===== config.mk =====
export PLATFORM = sky130hd
export DESIGN_NAME = dual_port_io
export DESIGN_NICKNAME = d
export VERILOG_FILES = /design/src/rtl/pio_pkg.sv /design/src/rtl/pio_addr_decode.sv /design/src/rtl/pio_port.sv /design/src/rtl/pio_bus_if.sv /design/src/rtl/dual_port_io.sv
export SDC_FILE = /design/constraint.sdc
export NUM_CORES = 1
export LEC_CHECK = 0
export BUFFER_PORTS_ARGS = -buffer_cell sky130_fd_sc_hd__buf_4
export CAP_MARGIN = 20
export CORE_ASPECT_RATIO = 0.5
export CORE_UTILIZATION = 43
export CTS_CLUSTER_SIZE = 14
export DETAILED_ROUTE_END_ITERATION = 10
export PLACE_DENSITY = 0.75
export SLEW_MARGIN = 5
export SYNTH_ARGS = -nofsm -noshare
export SYNTH_HDL_FRONTEND = slang
export SYNTH_SLANG_ARGS = --single-unit

===== constraint.sdc =====
create_clock -name clk -period 1.3 [get_ports clk]
set_input_delay 0.13 -clock clk [delete_from_list [all_inputs] [get_ports clk]]
set_output_delay 0.13 -clock clk [all_outputs]
set_load 0.005 [all_outputs]

===== src/rtl/pio_pkg.sv =====
// Package: shared constants for the dual-port I/O adapter.
// Assumes a four-bit register select; slots 0..3 hold the two ports'
// output and direction registers and all other slots are empty.
package pio_pkg;
    localparam int REG_SEL_W = 4;

    typedef enum logic [REG_SEL_W-1:0] {
        SLOT_PB_LEVEL = 4'd0,
        SLOT_PA_LEVEL = 4'd1,
        SLOT_PB_DIR   = 4'd2,
        SLOT_PA_DIR   = 4'd3
    } slot_e;
endpackage


===== src/rtl/pio_addr_decode.sv =====
// Module: address-decode glue. It turns the processor address into the
// adapter's two chip selects, the ROM enable and the register slot index.
// Assumes the select bits are single address lines wired directly.
module pio_addr_decode #(
    parameter int ADDR_W     = 16,
    parameter int HI_SEL_BIT = 14,
    parameter int LO_SEL_BIT = 15,
    parameter int ROM_BIT    = 15,
    parameter int SEL_W      = 4
) (
    input  logic [ADDR_W-1:0] addr,
    output logic              cs_hi,
    output logic              cs_lo_n,
    output logic              rom_ce_n,
    output logic [SEL_W-1:0]  reg_idx
);
    // Direct wiring of address lines to selects and slot index.
    always_comb begin
        cs_hi    = addr[HI_SEL_BIT];
        cs_lo_n  = addr[LO_SEL_BIT];
        rom_ce_n = ~addr[ROM_BIT];
        reg_idx  = addr[SEL_W-1:0];
    end

    // The adapter and the ROM must never both be enabled.
    always_comb begin
        assert_rom_exclusive_R2: assert (!(cs_hi && !cs_lo_n && !rom_ce_n))
            else $error("adapter and ROM enabled together");
    end
endmodule


===== src/rtl/pio_port.sv =====
// Module: one 8-bit port with an output-level register, a direction
// register and a register that samples the input pins.
// Assumes wr_en is already qualified by chip select and rw=0.
module pio_port #(
    parameter int W        = 8,
    parameter int SEL_W    = 4,
    parameter int DATA_OFS = 0,
    parameter int DIR_OFS  = 2
) (
    input  logic             clk,
    input  logic             rst_n,
    input  logic             wr_en,
    input  logic [SEL_W-1:0] reg_idx,
    input  logic [W-1:0]     wdata,
    input  logic [W-1:0]     pin_in,
    output logic [W-1:0]     pin_out,
    output logic [W-1:0]     pin_oe,
    output logic             rd_hit,
    output logic [W-1:0]     rd_val
);
    localparam logic [SEL_W-1:0] DATA_IDX = DATA_OFS[SEL_W-1:0];
    localparam logic [SEL_W-1:0] DIR_IDX  = DIR_OFS[SEL_W-1:0];

    logic [W-1:0] level_q;
    logic [W-1:0] dir_q;
    logic [W-1:0] smp_q;
    logic         hit_level;
    logic         hit_dir;

    // Slot match for this port's two registers.
    always_comb begin
        hit_level = (reg_idx == DATA_IDX);
        hit_dir   = (reg_idx == DIR_IDX);
    end

    // Output-level register: cleared on reset, loaded by a bus write.
    always_ff @(posedge clk) begin
        if (!rst_n)
            level_q <= '0;
        else if (wr_en && hit_level)
            level_q <= wdata;
    end

    // Direction register: cleared on reset (all inputs), loaded by a bus write.
    always_ff @(posedge clk) begin
        if (!rst_n)
            dir_q <= '0;
        else if (wr_en && hit_dir)
            dir_q <= wdata;
    end

    // Input sampling register: captures the pin levels on every edge.
    always_ff @(posedge clk) begin
        if (!rst_n)
            smp_q <= '0;
        else
            smp_q <= pin_in;
    end

    // Pin drive and read-back value (stored level on outputs, sample on inputs).
    always_comb begin
        pin_out = level_q;
        pin_oe  = dir_q;
        rd_hit  = hit_level | hit_dir;
        rd_val  = hit_dir ? dir_q : ((level_q & dir_q) | (smp_q & ~dir_q));
    end

    // The level register holds unless a write hits its slot.
    assert_level_hold_R7: assert property (@(posedge clk) disable iff (!rst_n)
        !(wr_en && hit_level) |=> $stable(pin_out))
        else $error("level register changed without a write");

    // The direction register holds unless a write hits its slot.
    assert_dir_hold_R7: assert property (@(posedge clk) disable iff (!rst_n)
        !(wr_en && hit_dir) |=> $stable(pin_oe))
        else $error("direction register changed without a write");

    // A write to the direction slot shows on the output enables at the next edge.
    assert_dir_load_R4: assert property (@(posedge clk) disable iff (!rst_n)
        (wr_en && hit_dir) |=> (pin_oe == $past(wdata)))
        else $error("direction write not applied");
endmodule


===== src/rtl/pio_bus_if.sv =====
// Module: bus-side logic. It combines the chip selects, qualifies writes
// and merges the ports' read values into one data bus that is zero when
// the adapter is not driving.
// Assumes port p owns slot p (level) and slot p+NPORT (direction).
module pio_bus_if #(
    parameter int W     = 8,
    parameter int NPORT = 2,
    parameter int SEL_W = 4
) (
    input  logic                      clk,
    input  logic                      rst_n,
    input  logic                      cs_hi,
    input  logic                      cs_lo_n,
    input  logic                      rw,
    input  logic [SEL_W-1:0]          reg_idx,
    input  logic [NPORT-1:0]          rd_hit,
    input  logic [NPORT-1:0][W-1:0]   rd_val,
    output logic                      wr_en,
    output logic [W-1:0]              rdata,
    output logic                      rdata_oe
);
    localparam int MAPPED = 2 * NPORT;

    logic selected;

    // Both chip selects must be active; then rw picks read or write.
    always_comb begin
        selected = cs_hi & ~cs_lo_n;
        wr_en    = selected & ~rw;
        rdata_oe = selected & rw;
    end

    // OR-merge of the hitting port's value, gated by the drive enable.
    always_comb begin
        rdata = '0;
        for (int p = 0; p < NPORT; p++) begin
            if (rd_hit[p])
                rdata = rdata | rd_val[p];
        end
        if (!rdata_oe)
            rdata = '0;
    end

    // Empty slots read as zero.
    assert_empty_slot_zero_R12: assert property (@(posedge clk) disable iff (!rst_n)
        (rdata_oe && (int'(reg_idx) >= MAPPED)) |-> (rdata == '0))
        else $error("empty slot returned data");

    // No port may claim an empty slot.
    assert_empty_slot_no_hit_R12: assert property (@(posedge clk) disable iff (!rst_n)
        (int'(reg_idx) >= MAPPED) |-> (rd_hit == '0))
        else $error("port claimed an empty slot");

    // At most one port answers any slot.
    assert_single_hit_R3: assert property (@(posedge clk) disable iff (!rst_n)
        $onehot0(rd_hit))
        else $error("two ports claim one slot");

    // Quiet data bus whenever the adapter is not driving.
    assert_quiet_bus_R11: assert property (@(posedge clk) disable iff (!rst_n)
        !rdata_oe |-> (rdata == '0))
        else $error("data present while not driving");
endmodule


===== src/rtl/dual_port_io.sv =====
// Module: top of the dual 8-bit parallel I/O adapter with its address
// decode glue. Port index 0 is Port B and index 1 is Port A, so the
// slot order 0..3 is B level, A level, B dir, A dir.
// Assumes a single synchronous clock with all bus inputs stable at its edge.
module dual_port_io #(
    parameter int ADDR_W     = 16,
    parameter int PORT_W     = 8,
    parameter int HI_SEL_BIT = 14,
    parameter int LO_SEL_BIT = 15,
    parameter int ROM_BIT    = 15
) (
    input  logic              clk,
    input  logic              rst_n,
    input  logic [ADDR_W-1:0] addr,
    input  logic              rw,
    input  logic [PORT_W-1:0] wdata,
    output logic [PORT_W-1:0] rdata,
    output logic              rdata_oe,
    output logic              rom_ce_n,
    input  logic [PORT_W-1:0] pa_in,
    output logic [PORT_W-1:0] pa_out,
    output logic [PORT_W-1:0] pa_oe,
    input  logic [PORT_W-1:0] pb_in,
    output logic [PORT_W-1:0] pb_out,
    output logic [PORT_W-1:0] pb_oe
);
    import pio_pkg::*;

    localparam int NPORT = 2;

    logic                          cs_hi;
    logic                          cs_lo_n;
    logic [REG_SEL_W-1:0]          reg_idx;
    logic                          wr_en;
    logic [NPORT-1:0]              rd_hit;
    logic [NPORT-1:0][PORT_W-1:0]  rd_val;
    logic [NPORT-1:0][PORT_W-1:0]  pin_in;
    logic [NPORT-1:0][PORT_W-1:0]  pin_out;
    logic [NPORT-1:0][PORT_W-1:0]  pin_oe;

    pio_addr_decode #(
        .ADDR_W(ADDR_W), .HI_SEL_BIT(HI_SEL_BIT), .LO_SEL_BIT(LO_SEL_BIT),
        .ROM_BIT(ROM_BIT), .SEL_W(REG_SEL_W)
    ) u_decode (
        .addr(addr), .cs_hi(cs_hi), .cs_lo_n(cs_lo_n),
        .rom_ce_n(rom_ce_n), .reg_idx(reg_idx)
    );

    pio_bus_if #(.W(PORT_W), .NPORT(NPORT), .SEL_W(REG_SEL_W)) u_bus (
        .clk(clk), .rst_n(rst_n), .cs_hi(cs_hi), .cs_lo_n(cs_lo_n), .rw(rw),
        .reg_idx(reg_idx), .rd_hit(rd_hit), .rd_val(rd_val),
        .wr_en(wr_en), .rdata(rdata), .rdata_oe(rdata_oe)
    );

    // Pin mapping between named ports and the port array.
    always_comb begin
        pin_in[0] = pb_in;
        pin_in[1] = pa_in;
        pb_out    = pin_out[0];
        pb_oe     = pin_oe[0];
        pa_out    = pin_out[1];
        pa_oe     = pin_oe[1];
    end

    for (genvar p = 0; p < NPORT; p++) begin : g_port
        pio_port #(
            .W(PORT_W), .SEL_W(REG_SEL_W),
            .DATA_OFS(p), .DIR_OFS(p + NPORT)
        ) u_port (
            .clk(clk), .rst_n(rst_n), .wr_en(wr_en), .reg_idx(reg_idx),
            .wdata(wdata), .pin_in(pin_in[p]), .pin_out(pin_out[p]),
            .pin_oe(pin_oe[p]), .rd_hit(rd_hit[p]), .rd_val(rd_val[p])
        );
    end

    // ROM space never enables the adapter's bus drive.
    assert_rom_no_drive_R2: assert property (@(posedge clk) disable iff (!rst_n)
        !rom_ce_n |-> !rdata_oe)
        else $error("adapter drives bus in ROM space");

    // Writes outside the adapter's range leave every port register unchanged.
    assert_outside_no_write_R1: assert property (@(posedge clk) disable iff (!rst_n)
        !(cs_hi && !cs_lo_n) |=> ($stable(pa_out) && $stable(pa_oe) && $stable(pb_out) && $stable(pb_oe)))
        else $error("port changed by unselected cycle");

    // The drive enable never rises on a write cycle.
    assert_oe_read_only_R11: assert property (@(posedge clk) disable iff (!rst_n)
        rdata_oe |-> rw)
        else $error("drive enable on write cycle");
endmodule


======== Word-level counts from Yosys, hierarchy flattened ========
Cells that the tools add are included.
storage, ports and cells
  output and inout bits ................... 42
  bits in registers ....................... 48
operators by class
  mux-type cells .......................... 5
  equal/unequal tests ..................... 3
  reductions and logical operators ........ 5
  bitwise gates (word level) .............. 16
operators with widths
  kind                  count
  $mux W8               5
  $and A8 B8 Y8         4
  $or A8 B8 Y8          3
  $not A8 Y8            2
  $eq A4 B2 Y1 const B  2
  $eq A4 B1 Y1 const B  1
  $logic_and A1 B1 Y1   4
  $logic_not A4 Y1      1
  $and A1 B1 Y1         3
  $not A1 Y1            2
  $or A1 B1 Y1          2

======== Depth between registers and ports, before layout ========
  depth after elaboration ................. 8
  depth in mapped cells ................... 6
  mapped depth without buffers ............ 3

======== Modules after synthesis ========
A second synthesis with hierarchy kept.
unflattened totals
  cells, all modules ...................... 244
  area, all modules ....................... 2202.1 µm²
by module, submodules not included
  module                       cells an instance  seq. area each (µm²)  area each (µm²)  instances
  pio_port (g_port[1].u_port)  108                480.5                 1001.0           1
  pio_port (g_port[0].u_port)  108                480.5                 968.4            1
  pio_bus_if                   21                 0.0                   183.9            1
  pio_addr_decode              7                  0.0                   48.8             1

======== Worst setup path after synthesis ========
Ideal clock, no wire load.
  path type ............................... input to output
  start point ............................. input addr[0]
  end point ............................... output rdata[6]
  data arrival time ....................... 1232 ps
  buffers on the path ..................... 3
  cell stages on the path ................. 6
  required time ........................... 1170 ps
  setup slack ............................. -62 ps
  cells stage by stage .................... buf_6 -> or4b_4 -> buf_6 -> buf_6 -> a21oi_2 -> o32ai_1
on the way
  word-level cells in the longest chain between the ends .. 6
ends and longest elaborated chain
  element                                           line                            source
  from (decl)                                       dual_port_io.sv:14              input logic [ADDR_W-1:0] addr,
  $eq A4 B2 Y1 or $logic_not A4 Y1 (tied branches)  pio_port.sv:33, pio_port.sv:32
  $mux W8 or $or A1 B1 Y1 (tied branches)           pio_port.sv:65, pio_port.sv:64
  $mux W8                                           pio_bus_if.sv:37                if (rd_hit[p])
  $or A8 B8 Y8                                      pio_bus_if.sv:38                rdata = rdata | rd_val[p];
  $mux W8 *                                         pio_bus_if.sv:37
  $mux W8 *                                         pio_bus_if.sv:40                if (!rdata_oe)
  to (decl)                                         dual_port_io.sv:17              output logic [PORT_W-1:0] rdata,
Mark *: on every way between the ends. The rest lies on a longest branch, timed or not.

======== Final worst setup path ========
  start point ............................. input addr[3]
  end point ............................... output rdata[6]
The elaborated chain is that of the path after synthesis.

==> results_dict.tcl <==
set metrics [dict create \
    power_density_nw_per_um2 883 \
    synthesis.area_sq_um 2140 \
    async_reset_ff_share_pct 0 \
    cp-start-kind "input port" \
    drv_slew 0 \
    netlist.area_leader.share_pct 45.0 \
    overflow 0 \
    fillers 356 \
    post_synth_inst_count 232 \
    critPathMaxFanout 6 \
    netlist_top_cells_count "dfxtp_1, nand2_1, and2_1" \
    synth_seq_area_share_pct 45.0 \
    route.met2.wl_microns 3080 \
    io-pin-count 85 \
    rsz0062_at_grt "true" \
    wl_met3_microns 522 \
    final_util_pct 69.0 \
    tightest_slew_ns 0.495 \
    netlist_top_cells_area "dfxtp_1, mux2i_1, and2_1, nand2_1, nand3_1" \
    hold_path_class "in2reg" \
    finalHoldViolCount 0 \
    tns_ns -1.02 \
    ys_seq_elements 48 \
    cts_sinks 48 \
    synth_most_common_cell "dfxtp_1" \
    clockBufferDepth 2 \
    max_clock_freq_mhz 691 \
    place.gp.congestion 0.804 \
    postRouteAntennaNets 0 \
    multi_input_area_sq_um 1220 \
    grt_antenna_before_repair 0 \
    status "finished with violations" \
    worst_ep_required_time_ns 1.17 \
    start_util_pct 46.7 \
    grt_pass1_wl_microns 10000 \
    vias 2133 \
    core_sq_um 4570 \
    drt_pre_antenna_iters 4 \
    leakagePower_uw 0.00128 \
    drtIter0Drc 97 \
    htreeDepth 2 \
    clk_pin_slew_ns 0.09 \
    nNetsFinal 362 \
    n_antenna_cell 0 \
    setup_viol 8 \
    period_share_pct 111 \
    viasPerCell 5.53 \
    ys_types 32 \
    highest_layer "met4" \
    grt_pass1_vias 2009 \
    drc 0 \
    synth_edf_count 0 \
    cts_tree "yes" \
    clockRootBuffer "clkbuf_8" \
    r2r_setup_slack_ns 0.50 \
    met1_length_microns 2940 \
    yosysWarnings 0 \
    totalWireLength_microns 6650 \
    violations "negative setup slack" \
    grt_max_degree 57 \
    finalClockSkew_ns 0 \
    area_delta_synth_final_pct 47.6 \
    fp.dieArea_sq_um 5270 \
    clock_latency_ns 0.31 \
    drive_gt1_share_pct 44.7 \
    power.total_uw 2780 \
    critPathCaptureType "primary output" \
    syn_avg_cell_area_sq_um 9.21 \
    die_w_microns 102 \
    ys.flop_type "dfxtp_1" \
    period_minus_slack_ns 1.45 \
    wire_per_inst_microns 17.2 \
    path_class "in2out" \
    max-vdd-ir-drop_mv 0.483 \
    fin_ws_ns -0.148 \
    synth_top_cell_by_area "dfxtp_1" \
    relSlewSlack_pct 67.0 \
    port_buffers 74 \
    grt_usage_pct 25.6 \
    arrival_ns 1.32 \
    die_y_microns 51.9 \
    syn-num-nets 275 \
    rows 17 \
    maxCapViolCount 0 \
    final-seq-area_sq_um 968 \
    dp_hpwl_microns 4190 \
    cts_inserted_buffers 5 \
]
-- worst paths after layout --
kind / from / to / depth (start not counted)
worst max register to register: g_port[1].u_port.pin_oe[7] / g_port[1].u_port.pin_oe[7] / 3
worst min register to register: g_port[0].u_port.pin_out[2] / g_port[0].u_port.pin_out[2] / 2
worst max-delay path: addr[3] / rdata[6] / 6
worst min-delay path: pa_in[5] / g_port[1].u_port.smp_q[5] / 2
-- sequential cells by signal, indices dropped and copies added (netlist names) --
signal,cells
g_port.u_port.pin_oe,16
g_port.u_port.pin_out,16
g_port.u_port.smp_q,16
-- logic make-up after synthesis --
logic type	Yosys count	share of synthesized area, %
AND/OR/NAND/NOR	77	21.4
flip-flops	48	45.0
AO/OA/AOI/OAI	64	20.2
buffers and inverters	27	5.97
multiplexers	16	7.49
-- layout by cell type (no fill, tap or decap), types with 2 or more instances in the layout --
cell type  instances
nor3b_1            7
a21boi_1           8
o21ai_1            7
a21oi_1            8
dfxtp_1           42
or4b_4             2
a21oi_2            8
o32ai_2            7
buf_6              3
mux2i_1           16
o311ai_2           6
clkbuf_8           6
inv_1              9
nand2_1           24
and2_1            16
o21ai_0            8
nand3_1           16
a21boi_0           8
buf_4             93
nor3b_2            2
dfxtp_2            6
-- routing by layer --
metal / GRT usage, % / vias up
li1: - / 1003
met1: 32.2 / 1026
met2: 43.1 / 93
met3: 6.99 / 11
met4: 7.49 / 0
met5: 0 / -
-- layout make-up --
cell class / count / share of cell area (%)
timing repair buffer: 97 / 23.8
clock buffer: 6 / 2.62
sequential: 48 / 30.7
tap: 66 / 2.62
clock inverter: 2 / 0.436
inverter: 9 / 1.07
multi-input combinational: 158 / 38.7
-- power by group --
part / internal (uW) / switching (uW)
sequential: 1500 / 14.9
combinational: 158 / 160
clock: 436 / 516
-- critical path, stage by stage --
cell and delay, ns:
buf_6 0.11, nor4b_4 0.32, nand3b_2 0.12, buf_4 0.18
o32ai_2 0.29, buf_4 0.16
-- metrics by stage --
step,hold slack [ns],std cells,setup WS (ns),area [sq um]
floorplan,0.252,232,-0.0244,2160
global placement,0.336,373,-0.213,2860
detailed placement,0.338,373,-0.235,2860
CTS,0.0147,386,-0.134,3110
global route,0.0148,386,-0.189,3150
finish,0.0192,386,-0.148,3150
-- repair_timing --
item | CTS | global route
resized for setup | 33 | 7
cloned | 1 | 0
pin swaps | 7 | 2
buffers inserted | 4 | 0
setup endpoints to repair | 8 | 8
hold endpoints to repair | 0 | 0
hold buffers | 0 | 0
No activity file was read; power rests on OpenSTA's default activity.
